File: config.mk
export PLATFORM = sky130hd
export DESIGN_NAME = dbg_bp_unit
export DESIGN_NICKNAME = d
export VERILOG_FILES = /design/src/rtl/dbgbp_pkg.sv /design/src/rtl/dbgbp_regs.sv /design/src/rtl/dbgbp_cmp.sv /design/src/rtl/dbgbp_status.sv /design/src/rtl/dbg_bp_unit.sv
export SDC_FILE = /design/constraint.sdc
export NUM_CORES = 1
export LEC_CHECK = 0
export BUFFER_PORTS_ARGS = -buffer_cell sky130_fd_sc_hd__clkbuf_2
export CAP_MARGIN = 20
export CORE_UTILIZATION = 55
export CTS_CLUSTER_SIZE = 24
export DETAILED_ROUTE_END_ITERATION = 7
export PLACE_DENSITY = 0.73
export SYNTH_ARGS = -nofsm -noshare
export SYNTH_HDL_FRONTEND = slang
export SYNTH_SLANG_ARGS = --single-unit
File: constraint.sdc
create_clock -name clk -period 9.3 [get_ports clk]
set_clock_uncertainty 0.1 [all_clocks]
set_input_delay 2.79 -clock clk [delete_from_list [all_inputs] [get_ports clk]]
set_output_delay 2.79 -clock clk [all_outputs]
set_load 0.01 [all_outputs]
File: src/rtl/dbgbp_pkg.sv
package dbgbp_pkg;

  typedef enum logic [1:0] {
    ACC_FETCH = 2'b00,
    ACC_READ  = 2'b01,
    ACC_WRITE = 2'b10,
    ACC_NONE  = 2'b11
  } acc_kind_e;

  typedef enum logic [1:0] {
    CND_EXEC  = 2'b00,
    CND_WR    = 2'b01,
    CND_RSVD  = 2'b10,
    CND_RW    = 2'b11
  } bp_cond_e;

  localparam int CTRL_W     = 32;
  localparam int FIELD_BASE = 16;
  localparam int STEP_BIT   = 14;
  localparam int SEL_W      = 3;
  localparam logic [SEL_W-1:0] SEL_CTRL = 3'd4;
  localparam logic [SEL_W-1:0] SEL_STAT = 3'd5;

  // Byte count for a size code.
  function automatic logic [3:0] size_len(input logic [1:0] code);
    case (code)
      2'b00:   size_len = 4'd1;
      2'b01:   size_len = 4'd2;
      2'b11:   size_len = 4'd4;
      default: size_len = 4'd8;
    endcase
  endfunction

  // Mask with the local-enable bit of every breakpoint set.
  function automatic logic [CTRL_W-1:0] local_mask(input int nbp);
    logic [CTRL_W-1:0] m;
    m = '0;
    for (int i = 0; i < nbp; i++) m[2*i] = 1'b1;
    return m;
  endfunction

endpackage

File: src/rtl/dbgbp_regs.sv
module dbgbp_regs
  import dbgbp_pkg::*;
#(
  parameter int AW     = 32,
  parameter int NUM_BP = 4
) (
  input  logic                       clk,
  input  logic                       rst,
  input  logic                       reg_we,
  input  logic [SEL_W-1:0]           reg_sel,
  input  logic [AW-1:0]              reg_wdata,
  input  logic                       task_switch,
  output logic [NUM_BP-1:0][AW-1:0]  bp_addr,
  output logic [CTRL_W-1:0]          ctrl
);

  localparam logic [CTRL_W-1:0] LOC_MASK = local_mask(NUM_BP);

  logic [CTRL_W-1:0] ctrl_q;
  logic [CTRL_W-1:0] ctrl_d;
  logic              ctrl_we;

  assign ctrl_we = reg_we && (reg_sel == SEL_CTRL);

  genvar g;
  generate
    for (g = 0; g < NUM_BP; g++) begin : g_addr
      logic [AW-1:0] addr_q;
      always_ff @(posedge clk) begin
        if (rst) begin
          addr_q <= '0;
        end else if (reg_we && (reg_sel == SEL_W'(g))) begin
          addr_q <= reg_wdata;
        end
      end
      assign bp_addr[g] = addr_q;
    end
  endgenerate

  always_comb begin
    ctrl_d = ctrl_we ? reg_wdata[CTRL_W-1:0] : ctrl_q;
    if (task_switch) ctrl_d = ctrl_d & ~LOC_MASK;
  end

  always_ff @(posedge clk) begin
    if (rst) ctrl_q <= '0;
    else     ctrl_q <= ctrl_d;
  end

  assign ctrl = ctrl_q;


  ts_clears_local_chk: assert property (@(posedge clk) disable iff (rst)
    task_switch |=> ((ctrl_q & LOC_MASK) == '0));


  ts_keeps_global_chk: assert property (@(posedge clk) disable iff (rst)
    (task_switch && !ctrl_we) |=> ((ctrl_q & ~LOC_MASK) == $past(ctrl_q & ~LOC_MASK)));

endmodule

File: src/rtl/dbgbp_cmp.sv
module dbgbp_cmp
  import dbgbp_pkg::*;
#(
  parameter int AW = 32
) (
  input  logic          clk,
  input  logic          rst,
  input  logic          acc_valid,
  input  logic [AW-1:0] acc_addr,
  input  logic [1:0]    acc_size,
  input  logic [1:0]    acc_kind,
  input  logic [AW-1:0] bp_addr,
  input  logic          bp_en,
  input  logic [1:0]    bp_cond,
  input  logic [1:0]    bp_size,
  output logic          hit
);

  logic [3:0]    bp_len;
  logic [3:0]    ac_len;
  logic [AW-1:0] align_mask;
  logic [AW:0]   bp_lo, bp_hi, ac_lo, ac_hi;
  logic          overlap;
  logic          exec_hit;
  logic          data_hit;
  logic          kind_rd, kind_wr;

  always_comb begin
    bp_len     = size_len(bp_size);
    ac_len     = size_len(acc_size);
    align_mask = ~({{(AW-4){1'b0}}, bp_len} - AW'(1));
    bp_lo      = {1'b0, bp_addr & align_mask};
    bp_hi      = bp_lo + {{(AW-3){1'b0}}, bp_len} - (AW+1)'(1);
    ac_lo      = {1'b0, acc_addr};
    ac_hi      = ac_lo + {{(AW-3){1'b0}}, ac_len} - (AW+1)'(1);
    overlap    = (ac_lo <= bp_hi) && (bp_lo <= ac_hi);
    kind_rd    = (acc_kind == ACC_READ);
    kind_wr    = (acc_kind == ACC_WRITE);
    exec_hit   = (bp_cond == CND_EXEC) && (acc_kind == ACC_FETCH) &&
                 (acc_addr == bp_addr);
    data_hit   = overlap &&
                 (((bp_cond == CND_WR) && kind_wr) ||
                  ((bp_cond == CND_RW) && (kind_rd || kind_wr)));
    hit        = acc_valid && bp_en && (exec_hit || data_hit);
  end


  rsvd_cond_chk: assert property (@(posedge clk) disable iff (rst)
    (bp_cond == CND_RSVD) |-> !hit);


  none_kind_chk: assert property (@(posedge clk) disable iff (rst)
    (acc_kind == ACC_NONE) |-> !hit);

endmodule

File: src/rtl/dbgbp_status.sv
module dbgbp_status
  import dbgbp_pkg::*;
#(
  parameter int NUM_BP = 4
) (
  input  logic              clk,
  input  logic              rst,
  input  logic              st_we,
  input  logic [NUM_BP-1:0] st_wbits,
  input  logic              st_wstep,
  input  logic [NUM_BP-1:0] hit_in,
  input  logic              single_step,
  output logic [NUM_BP-1:0] st_hits,
  output logic              st_step,
  output logic              dbg_exc
);

  logic [NUM_BP-1:0] hits_q, hits_d;
  logic              step_q, step_d;
  logic              exc_q;

  always_comb begin
    hits_d = st_we ? st_wbits : hits_q;
    step_d = st_we ? st_wstep : step_q;
    hits_d = hits_d | hit_in;
    step_d = step_d | single_step;
  end

  always_ff @(posedge clk) begin
    if (rst) begin
      hits_q <= '0;
      step_q <= 1'b0;
      exc_q  <= 1'b0;
    end else begin
      hits_q <= hits_d;
      step_q <= step_d;
      exc_q  <= (|hit_in) || single_step;
    end
  end

  assign st_hits = hits_q;
  assign st_step = step_q;
  assign dbg_exc = exc_q;


  sticky_hits_chk: assert property (@(posedge clk) disable iff (rst)
    !st_we |=> ((hits_q & $past(hits_q)) == $past(hits_q)));


  step_flag_chk: assert property (@(posedge clk) disable iff (rst)
    single_step |=> (step_q && exc_q));


  exc_cause_chk: assert property (@(posedge clk) disable iff (rst)
    (|hit_in) |=> exc_q);

endmodule

File: src/rtl/dbg_bp_unit.sv
module dbg_bp_unit
  import dbgbp_pkg::*;
#(
  parameter int AW     = 32,
  parameter int NUM_BP = 4
) (
  input  logic             clk,
  input  logic             rst,
  input  logic             reg_we,
  input  logic [2:0]       reg_sel,
  input  logic [AW-1:0]    reg_wdata,
  output logic [AW-1:0]    reg_rdata,
  input  logic             acc_valid,
  input  logic [AW-1:0]    acc_addr,
  input  logic [1:0]       acc_size,
  input  logic [1:0]       acc_kind,
  input  logic             task_switch,
  input  logic             single_step,
  output logic             dbg_exc
);

  logic [NUM_BP-1:0][AW-1:0] bp_addr;
  logic [CTRL_W-1:0]         ctrl;
  logic [NUM_BP-1:0]         hit;
  logic [NUM_BP-1:0]         st_hits;
  logic                      st_step;
  logic                      st_we;
  logic [AW-1:0]             rd_mux;
  logic [AW-1:0]             rdata_q;

  initial begin
    if (AW != CTRL_W) $error("AW must equal the control word width");
    if (NUM_BP < 1 || NUM_BP > 4) $error("NUM_BP must be 1..4");
  end

  dbgbp_regs #(.AW(AW), .NUM_BP(NUM_BP)) u_regs (
    .clk         (clk),
    .rst         (rst),
    .reg_we      (reg_we),
    .reg_sel     (reg_sel),
    .reg_wdata   (reg_wdata),
    .task_switch (task_switch),
    .bp_addr     (bp_addr),
    .ctrl        (ctrl)
  );

  genvar g;
  generate
    for (g = 0; g < NUM_BP; g++) begin : g_cmp
      dbgbp_cmp #(.AW(AW)) u_cmp (
        .clk       (clk),
        .rst       (rst),
        .acc_valid (acc_valid),
        .acc_addr  (acc_addr),
        .acc_size  (acc_size),
        .acc_kind  (acc_kind),
        .bp_addr   (bp_addr[g]),
        .bp_en     (ctrl[2*g] | ctrl[2*g+1]),
        .bp_cond   (ctrl[FIELD_BASE+4*g +: 2]),
        .bp_size   (ctrl[FIELD_BASE+4*g+2 +: 2]),
        .hit       (hit[g])
      );
    end
  endgenerate

  assign st_we = reg_we && (reg_sel == SEL_STAT);

  dbgbp_status #(.NUM_BP(NUM_BP)) u_status (
    .clk         (clk),
    .rst         (rst),
    .st_we       (st_we),
    .st_wbits    (reg_wdata[NUM_BP-1:0]),
    .st_wstep    (reg_wdata[STEP_BIT]),
    .hit_in      (hit),
    .single_step (single_step),
    .st_hits     (st_hits),
    .st_step     (st_step),
    .dbg_exc     (dbg_exc)
  );

  always_comb begin
    rd_mux = '0;
    if (reg_sel == SEL_CTRL) begin
      rd_mux = ctrl;
    end else if (reg_sel == SEL_STAT) begin
      rd_mux[NUM_BP-1:0] = st_hits;
      rd_mux[STEP_BIT]   = st_step;
    end else begin
      for (int i = 0; i < NUM_BP; i++)
        if (reg_sel == SEL_W'(i)) rd_mux = bp_addr[i];
    end
  end

  always_ff @(posedge clk) begin
    if (rst) rdata_q <= '0;
    else     rdata_q <= rd_mux;
  end

  assign reg_rdata = rdata_q;


  idle_no_exc_chk: assert property (@(posedge clk) disable iff (rst)
    (!acc_valid && !single_step) |=> !dbg_exc);


  disabled_no_hit_chk: assert property (@(posedge clk) disable iff (rst)
    ((ctrl & local_mask(NUM_BP)) == '0 && (ctrl & (local_mask(NUM_BP) << 1)) == '0)
      |-> (hit == '0));

endmodule

==> results.py, run 1 <==
metrics = {
    "synth": {
        "synth_edf_count": 0,
        "synth_compound_area_share_pct": 22.3,
        "synthArstFlopShare_pct": 0,
        "synthTopCellsByArea": "ha_1 (22%), dfxtp_1 (17%), a21oi_1 (7.5%)",
        "yosysWarnings": 0,
        "ys.flop_type": "dfxtp_1",
        "synth_fa_ha_area_share_pct": 22.5,
        "synth_seq_cells": 198,
        "synth_xor_area_share_pct": 10.1,
        "yosys.area.top_type_share_pct": 22.0,
        "yosys.area_share.simple_pct": 18.1,
        "ys_seq_area_share_pct": 16.7,
        "syn_inst": 3117,
        "synth_top_family_by_area": "adder cells",
        "synthMuxAreaShare_pct": 3.46,
        "yosysUniqueCellTypes": 85,
        "synth_area_leader_cell": "ha_1",
        "synth_area_sq_mm": 0.0237,
        "synth_nets": 3616,
        "avgSynthCellArea_sq_um": 7.59,
    },
    "clock_network": {
        "cts_hold_buf": 0,
        "htreeDepth": 4,
        "clk-insertion-delay-late_ns": 0.55,
        "cts_setup_buffers": 0,
        "cts_buffers": 17,
        "root_buffer": "clkbuf_16",
        "clk_pin_slew_ns": 0.10,
        "cts.repair.resized": 0,
        "clock_sinks": 198,
        "cts_tree": "built",
        "max-clock-path-buffers": 2,
    },
    "place": {
        "dpl.hpwl_microns": 81300,
        "numPlacedInstances": 3563,
        "post_dp_cell_area_sq_mm": 0.0242,
        "portBuffers": 109,
        "place_congestion": 1.08,
    },
    "detailed_routing": {
        "vias": 24500,
        "wirelength_microns": 104000,
        "drc": 0,
        "drt_pass1_iterations": 6,
        "viasPerCell": 6.80,
        "first_iter_violations": 3105,
        "detail-route-antenna-nets": 0,
        "routedWlPerCell_microns": 29.0,
    },
    "global_route": {
        "grt_pass1_wl_microns": 150000,
        "globalRoute.totalOverflow": 0,
        "gr-usage-all-layers_pct": 47.3,
        "grt_pass1_vias": 23100,
        "antenna_found_initial": 2,
        "grt_max_degree": 116,
    },
    "timing": {
        "tightest_slew_ns": 1.17,
        "hold_slack_ns": 0.367,
        "finalMaxSlewViolations": 0,
        "finalSetupTns_ns": 0,
        "maxSlewHeadroom_pct": 22.2,
        "period_share_pct": 93.1,
        "max_freq_ghz": 0.115,
        "rsz0062_at_grt": "no",
        "setup_viol": 0,
        "hold_viol_final": 0,
        "fin_crit_ns": 8.66,
    },
    "cells_and_area": {
        "syn_to_final_growth_pct": 5.08,
        "fillers": 3933,
        "drive_gt1_share_pct": 8.05,
        "fin_util_pct": 58.9,
        "stdcell_count": 3597,
        "layout.nets": 3542,
        "finish.instance_area_sq_mm": 0.0249,
    },
    "setup_path": {
        "critPathLaunchType": "input pin",
        "reg2reg_slack_ns": 1.96,
        "crit_path_end": "u_status.dbg_exc$_SDFF_PP0_",
        "worstPathRequired_ns": 9.58,
        "reg2reg_to": "u_status.dbg_exc$_SDFF_PP0_",
        "crit_fanout": 4,
        "reg2reg_depth": 24,
        "crit_path_end_kind": "flop",
        "crit_type": "input pin to flop",
        "crit_start": "acc_size[1]",
        "r2r-start": "u_regs.ctrl[31]$_SDFFE_PP0P_",
        "critPathArrivalTime_ns": 8.94,
    },
    "floorplanning": {
        "row_count": 75,
        "ios": 110,
        "dieArea_sq_mm": 0.0439,
        "design.core.area_sq_mm": 0.0422,
        "start_util_pct": 56.1,
        "die_h_microns": 209,
        "die_x_microns": 209,
    },
    "run": {
        "cap_violations": 0,
    },
    "status": {
        "outcome": "finished, final reports clean",
    },
    "hold_path": {
        "min_from": "u_regs.ctrl[15]$_SDFFE_PP0P_",
        "holdPathStages": 2,
        "hold_path.class": "flop to flop",
    },
    "power": {
        "power.density_mw_per_mm2": 141,
        "p_leak_nw": 10.9,
        "ir_drop_mv": 0.125,
    },
}
[layer usage]
| layer | vias up | GRT usage, % | wire length [microns] |
|---|---|---|---|
| li1 | 10900 | - | - |
| met1 | 11600 | 57.7 | 39400 |
| met2 | 1580 | 71.3 | 43700 |
| met3 | 435 | 13.9 | 12800 |
| met4 | 2 | 33.6 | 8590 |
| met5 | - | 0 | 13 |
[sequential cells by signal, indices dropped and copies added (netlist names)]
name,cells
reg_rdata,32
u_regs.ctrl,32
u_regs.g_addr.addr_q,128
u_status.dbg_exc,1
u_status.st_hits,4
u_status.st_step,1
[where the power goes]
group	total, mW	leakage (nW)	switching (mW)	internal [mW]
Combinational	1.75	8.97	1.08	0.670
Clock	0.841	0.300	0.466	0.375
Sequential	0.908	1.60	0.0435	0.864
[cell usage in the layout, fill, tap and decap left out, types with 6 or more instances in the layout]
cell type,count
nand3_1,41
and4_1,12
a22oi_1,31
a21oi_1,357
nor2b_1,32
a31oi_1,14
clkbuf_16,17
dfxtp_1,198
mux4_2,29
o211ai_1,21
nor2_1,157
and3_1,17
a211o_1,7
xnor2_1,147
or3_1,14
xor2_1,123
and2_1,12
inv_1,205
a21o_1,103
o41ai_1,6
or2_2,10
mux2i_1,11
o21bai_1,26
ha_1,417
nor3_1,31
nor4_1,29
clkbuf_2,107
nand2b_1,43
o22ai_1,6
o21a_1,25
nand2_1,424
o21ai_0,104
buf_4,25
nand4_1,80
a221oi_1,7
a2111oi_0,8
a211oi_1,31
[cell type report]
class | count | area (sq um) | area share (%)
clock buffers | 17 | 425 | 1.71
inverters | 206 | 773 | 3.11
well taps | 539 | 674 | 2.71
flip-flops and latches | 198 | 3960 | 15.9
multi-input cells | 2486 | 18100 | 72.7
diodes | 2 | 5.00 | 0.0201
clock inverters | 15 | 200 | 0.805
repair buffers | 134 | 739 | 2.97
[kinds of logic (layout without fill, tap and decap cells)]
family / Yosys count / after routing
flip-flops: 198 / 198
adder cells (fa/ha/maj): 422 / 422
other: 0 / 2
multiplexers: 45 / 45
buffers and inverters: 433 / 372
AND/OR/NAND/NOR: 923 / 923
AO/OA/AOI/OAI: 825 / 825
XOR/XNOR: 271 / 271
[worst min-delay path by stage]
stage / to
2_1_floorplan: u_regs.ctrl[14]$_SDFFE_PP0P_
3_3_place_gp: u_regs.ctrl[14]$_SDFFE_PP0P_
3_5_place_dp: u_regs.ctrl[15]$_SDFFE_PP0P_
4_1_cts: u_regs.ctrl[15]$_SDFFE_PP0P_
5_1_grt: u_regs.ctrl[15]$_SDFFE_PP0P_
6_report: u_regs.ctrl[15]$_SDFFE_PP0P_
[synthesized netlist by cell type (5+ instances only)]
library cell	number
xor2_1	123
nand2b_1	43
a21o_1	103
a2111oi_0	8
a31oi_1	14
a221oi_1	7
inv_1	205
mux2i_1	11
a211oi_1	31
fa_1	5
and4_1	12
o41ai_1	6
o21a_1	25
nand4_1	80
and2_1	11
o211a_1	5
and3_1	17
o21bai_1	26
nor4_1	29
a21oi_1	357
xnor2_1	147
nand2_1	425
a22oi_1	31
o21ai_0	104
dfxtp_1	198
ha_1	417
nand3_1	41
o21ai_1	5
a211o_1	7
o211ai_1	21
nor3_1	32
mux4_2	29
clkbuf_1	225
mux2_2	5
o22ai_1	6
or2_2	10
nor2_1	158
nor2b_1	32
or3_1	14
o2111ai_1	5
[worst max-delay path: stages]
cell and delay (ns):
clkbuf_2 0.12, nand2b_1 0.16, ha_1 0.29, inv_1 0.04
ha_1 0.24, fa_1 0.45, a211o_1 0.35, a2111oi_2 0.38
and3b_1 0.30, a21o_1 0.25, o211ai_1 0.18, nor2b_1 0.22
nor2b_1 0.06, o21ai_0 0.14, nand2b_1 0.10, xnor2_1 0.41
ha_1 0.23, nand4_1 0.14, nor4_1 0.69, o21ai_0 0.20
o211ai_1 0.24, o41ai_1 0.11, nor2_1 0.10, mux2i_1 0.08
a31oi_1 0.21, nor4b_1 0.30, a41oi_1 0.15
[per-stage QoR]
stage	setup WS [ns]	total power, mW
final	0.638	3.50
after global routing	0.262	3.67
after CTS	0.811	3.43
after detailed placement	0.291	2.60
after global placement	0.372	2.56
after floorplan	1.25	2.06
Note: power is estimated with default switching activity, not from simulation.
==> run 2, diff against run 1 <==
==> constraint.sdc (replaced) <==
create_clock -name clk -period 10.2 [get_ports clk]
set_clock_uncertainty 0.1 [all_clocks]
set_input_delay 3.06 -clock clk [delete_from_list [all_inputs] [get_ports clk]]
set_output_delay 3.06 -clock clk [all_outputs]
set_load 0.01 [all_outputs]
==> run 2 against run 1 <==
Largest power group unchanged. Wire length decreased by 1.4%. Critical path depth did not move. Sequential power fell by 8.7%. Flip-flop and latch count did not move. Die area is the same. Sequential share of layout area is essentially flat. Non-clock buffer count is 7 lower. Final cell count down 0.25%. Power decreased by 9.5%.
==> results.py, run 2 (synthesized netlist as in run 1, its figures left out) <==
metrics = {
    "global_route": {
        "globalRoute.totalOverflow": 0,
        "grt_max_degree": 119,
        "antenna_found_initial": 3,
        "grt_pass1_wl_microns": 149000,
        "gr-usage-all-layers_pct": 46.8,
        "grt_pass1_vias": 22900,
    },
    "cells_and_area": {
        "diodes": 0,
        "layout.nets": 3535,
        "fin_util_pct": 58.8,
        "largest_reg_flops": 128,
        "final_common_cell": "nand2_1",
        "drive_gt1_share_pct": 7.81,
        "layout_common_cells": "nand2_1 (424), ha_1 (417), a21oi_1 (357), inv_1 (205), dfxtp_1 (198)",
        "syn_to_final_growth_pct": 4.88,
        "top_register": "u_regs.g_addr.addr_q",
    },
    "floorplanning": {
        "row_count": 75,
        "dieArea_sq_mm": 0.0439,
        "ios": 110,
        "die_x_microns": 209,
        "design.core.area_sq_mm": 0.0422,
        "die_h_microns": 209,
        "start_util_pct": 56.1,
    },
    "timing": {
        "finalMaxSlewViolations": 0,
        "maxSlewHeadroom_pct": 18.6,
        "setup_viol": 0,
        "setup_ws_ns": 1.25,
        "max_freq_ghz": 0.112,
        "rsz0062_at_grt": "no",
        "fin_crit_ns": 8.95,
        "period_share_pct": 87.7,
        "finalSetupTns_ns": 0,
        "hold_viol_final": 0,
        "tightest_slew_ns": 1.21,
    },
    "clock_network": {
        "clk-insertion-delay-late_ns": 0.53,
        "cts_tree": "built",
        "htreeDepth": 4,
        "cts.repair.resized": 0,
        "clock_sinks": 198,
        "root_buffer": "clkbuf_16",
        "clk_pin_slew_ns": 0.09,
        "max-clock-path-buffers": 2,
        "cts_buffers": 17,
        "cts_hold_buf": 0,
        "cts_setup_buffers": 0,
    },
    "detailed_routing": {
        "viasPerCell": 6.77,
        "routed-wl-met2_microns": 42800,
        "first_iter_violations": 3279,
        "drc": 0,
        "routedWlPerCell_microns": 28.7,
        "top_layer": "met5",
        "detail-route-antenna-nets": 0,
        "wirelength_microns": 103000,
        "vias": 24300,
        "wl_met1_microns": 39300,
        "drt_pass1_iterations": 7,
        "wl_met3_microns": 12200,
    },
    "place": {
        "portBuffers": 109,
        "place_congestion": 1.09,
        "pre_cts_ws_ns": 0.859,
        "dpl.hpwl_microns": 79900,
    },
    "hold_path": {
        "hold_path.class": "flop to flop",
    },
    "setup_path": {
        "r2r-start": "u_regs.ctrl[31]$_SDFFE_PP0P_",
        "critPathArrivalTime_ns": 9.20,
        "reg2reg_to": "u_status.dbg_exc$_SDFF_PP0_",
        "crit_type": "input pin to flop",
        "crit_fanout": 9,
        "crit_path_end_kind": "flop",
        "reg2reg_depth": 21,
        "worstPathRequired_ns": 10.46,
        "crit_path_end": "u_status.dbg_exc$_SDFF_PP0_",
        "critPathLaunchType": "input pin",
        "reg2reg_slack_ns": 2.94,
        "crit_start": "acc_addr[1]",
    },
    "run": {
        "cap_violations": 0,
    },
    "status": {
        "outcome": "finished, final reports clean",
    },
    "power": {
        "power.density_mw_per_mm2": 128,
        "ir_drop_mv": 0.105,
        "p_leak_nw": 10.8,
    },
}
[run 2: power breakdown]
part | internal (mW) | total (mW) | switching (mW)
Sequential | 0.788 | 0.829 | 0.0408
Clock | 0.340 | 0.761 | 0.420
Combinational | 0.606 | 1.58 | 0.972
[run 2: final cells by class]
type	instances	area, sq um
Multi-Input combinational cell	2486	18100
Fill cell	3917	17400
Sequential cell	198	3960
Inverter	206	773
Timing Repair Buffer	127	689
Tap cell	539	674
Clock buffer	17	425
Clock inverter	15	208
[run 2: per-stage QoR]
| stage | hold slack, ns | cells | cell area [sq um] | total power, mW |
|---|---|---|---|---|
| floorplan | 0.336 | 3117 | 23700 | 1.88 |
| global placement | 0.342 | 3554 | 24200 | 2.32 |
| detailed placement | 0.354 | 3554 | 24200 | 2.36 |
| CTS | 0.365 | 3586 | 24800 | 3.11 |
| global route | 0.388 | 3588 | 24800 | 3.32 |
| finish | 0.365 | 3588 | 24800 | 3.17 |
[run 2: worst min path at each step]
stage / slack, ns / depth (start not counted) / startpoint / endpoint
2_1_floorplan: 0.34 / 2 / u_regs.ctrl[14]$_SDFFE_PP0P_ / u_regs.ctrl[14]$_SDFFE_PP0P_
3_3_place_gp: 0.34 / 2 / u_regs.ctrl[8]$_SDFFE_PP0P_ / u_regs.ctrl[8]$_SDFFE_PP0P_
3_5_place_dp: 0.35 / 2 / u_regs.ctrl[9]$_SDFFE_PP0P_ / u_regs.ctrl[9]$_SDFFE_PP0P_
4_1_cts: 0.36 / 2 / u_regs.ctrl[9]$_SDFFE_PP0P_ / u_regs.ctrl[9]$_SDFFE_PP0P_
5_1_grt: 0.39 / 2 / u_regs.ctrl[8]$_SDFFE_PP0P_ / u_regs.ctrl[8]$_SDFFE_PP0P_
6_report: 0.37 / 2 / u_regs.ctrl[8]$_SDFFE_PP0P_ / u_regs.ctrl[8]$_SDFFE_PP0P_
[run 2: worst max-delay path, stage by stage]
cell and delay (ns):
clkbuf_2 0.26, inv_1 0.08, ha_1 0.28, inv_1 0.04, ha_1 0.23, fa_1 0.44, a211o_1 0.35, a2111oi_2 0.41
and3b_1 0.28, a21o_1 0.26, o211ai_1 0.20, nor2b_1 0.22, nor2b_1 0.06, o21ai_0 0.15, nand2b_1 0.08, xnor2_1 0.43
ha_1 0.24, nand4_1 0.14, nor4_1 0.57, o21ai_0 0.20, o211ai_1 0.23, o41ai_1 0.12, nor2_1 0.11, mux2i_1 0.10
a31oi_1 0.18, nor4b_1 0.28, a41oi_1 0.16
[run 2: layer usage]
metal	vias up	track usage, %
met5	-	0
met4	2	34.4
met3	394	12.7
met2	1560	69.4
met1	11500	58.2
li1	10900	-
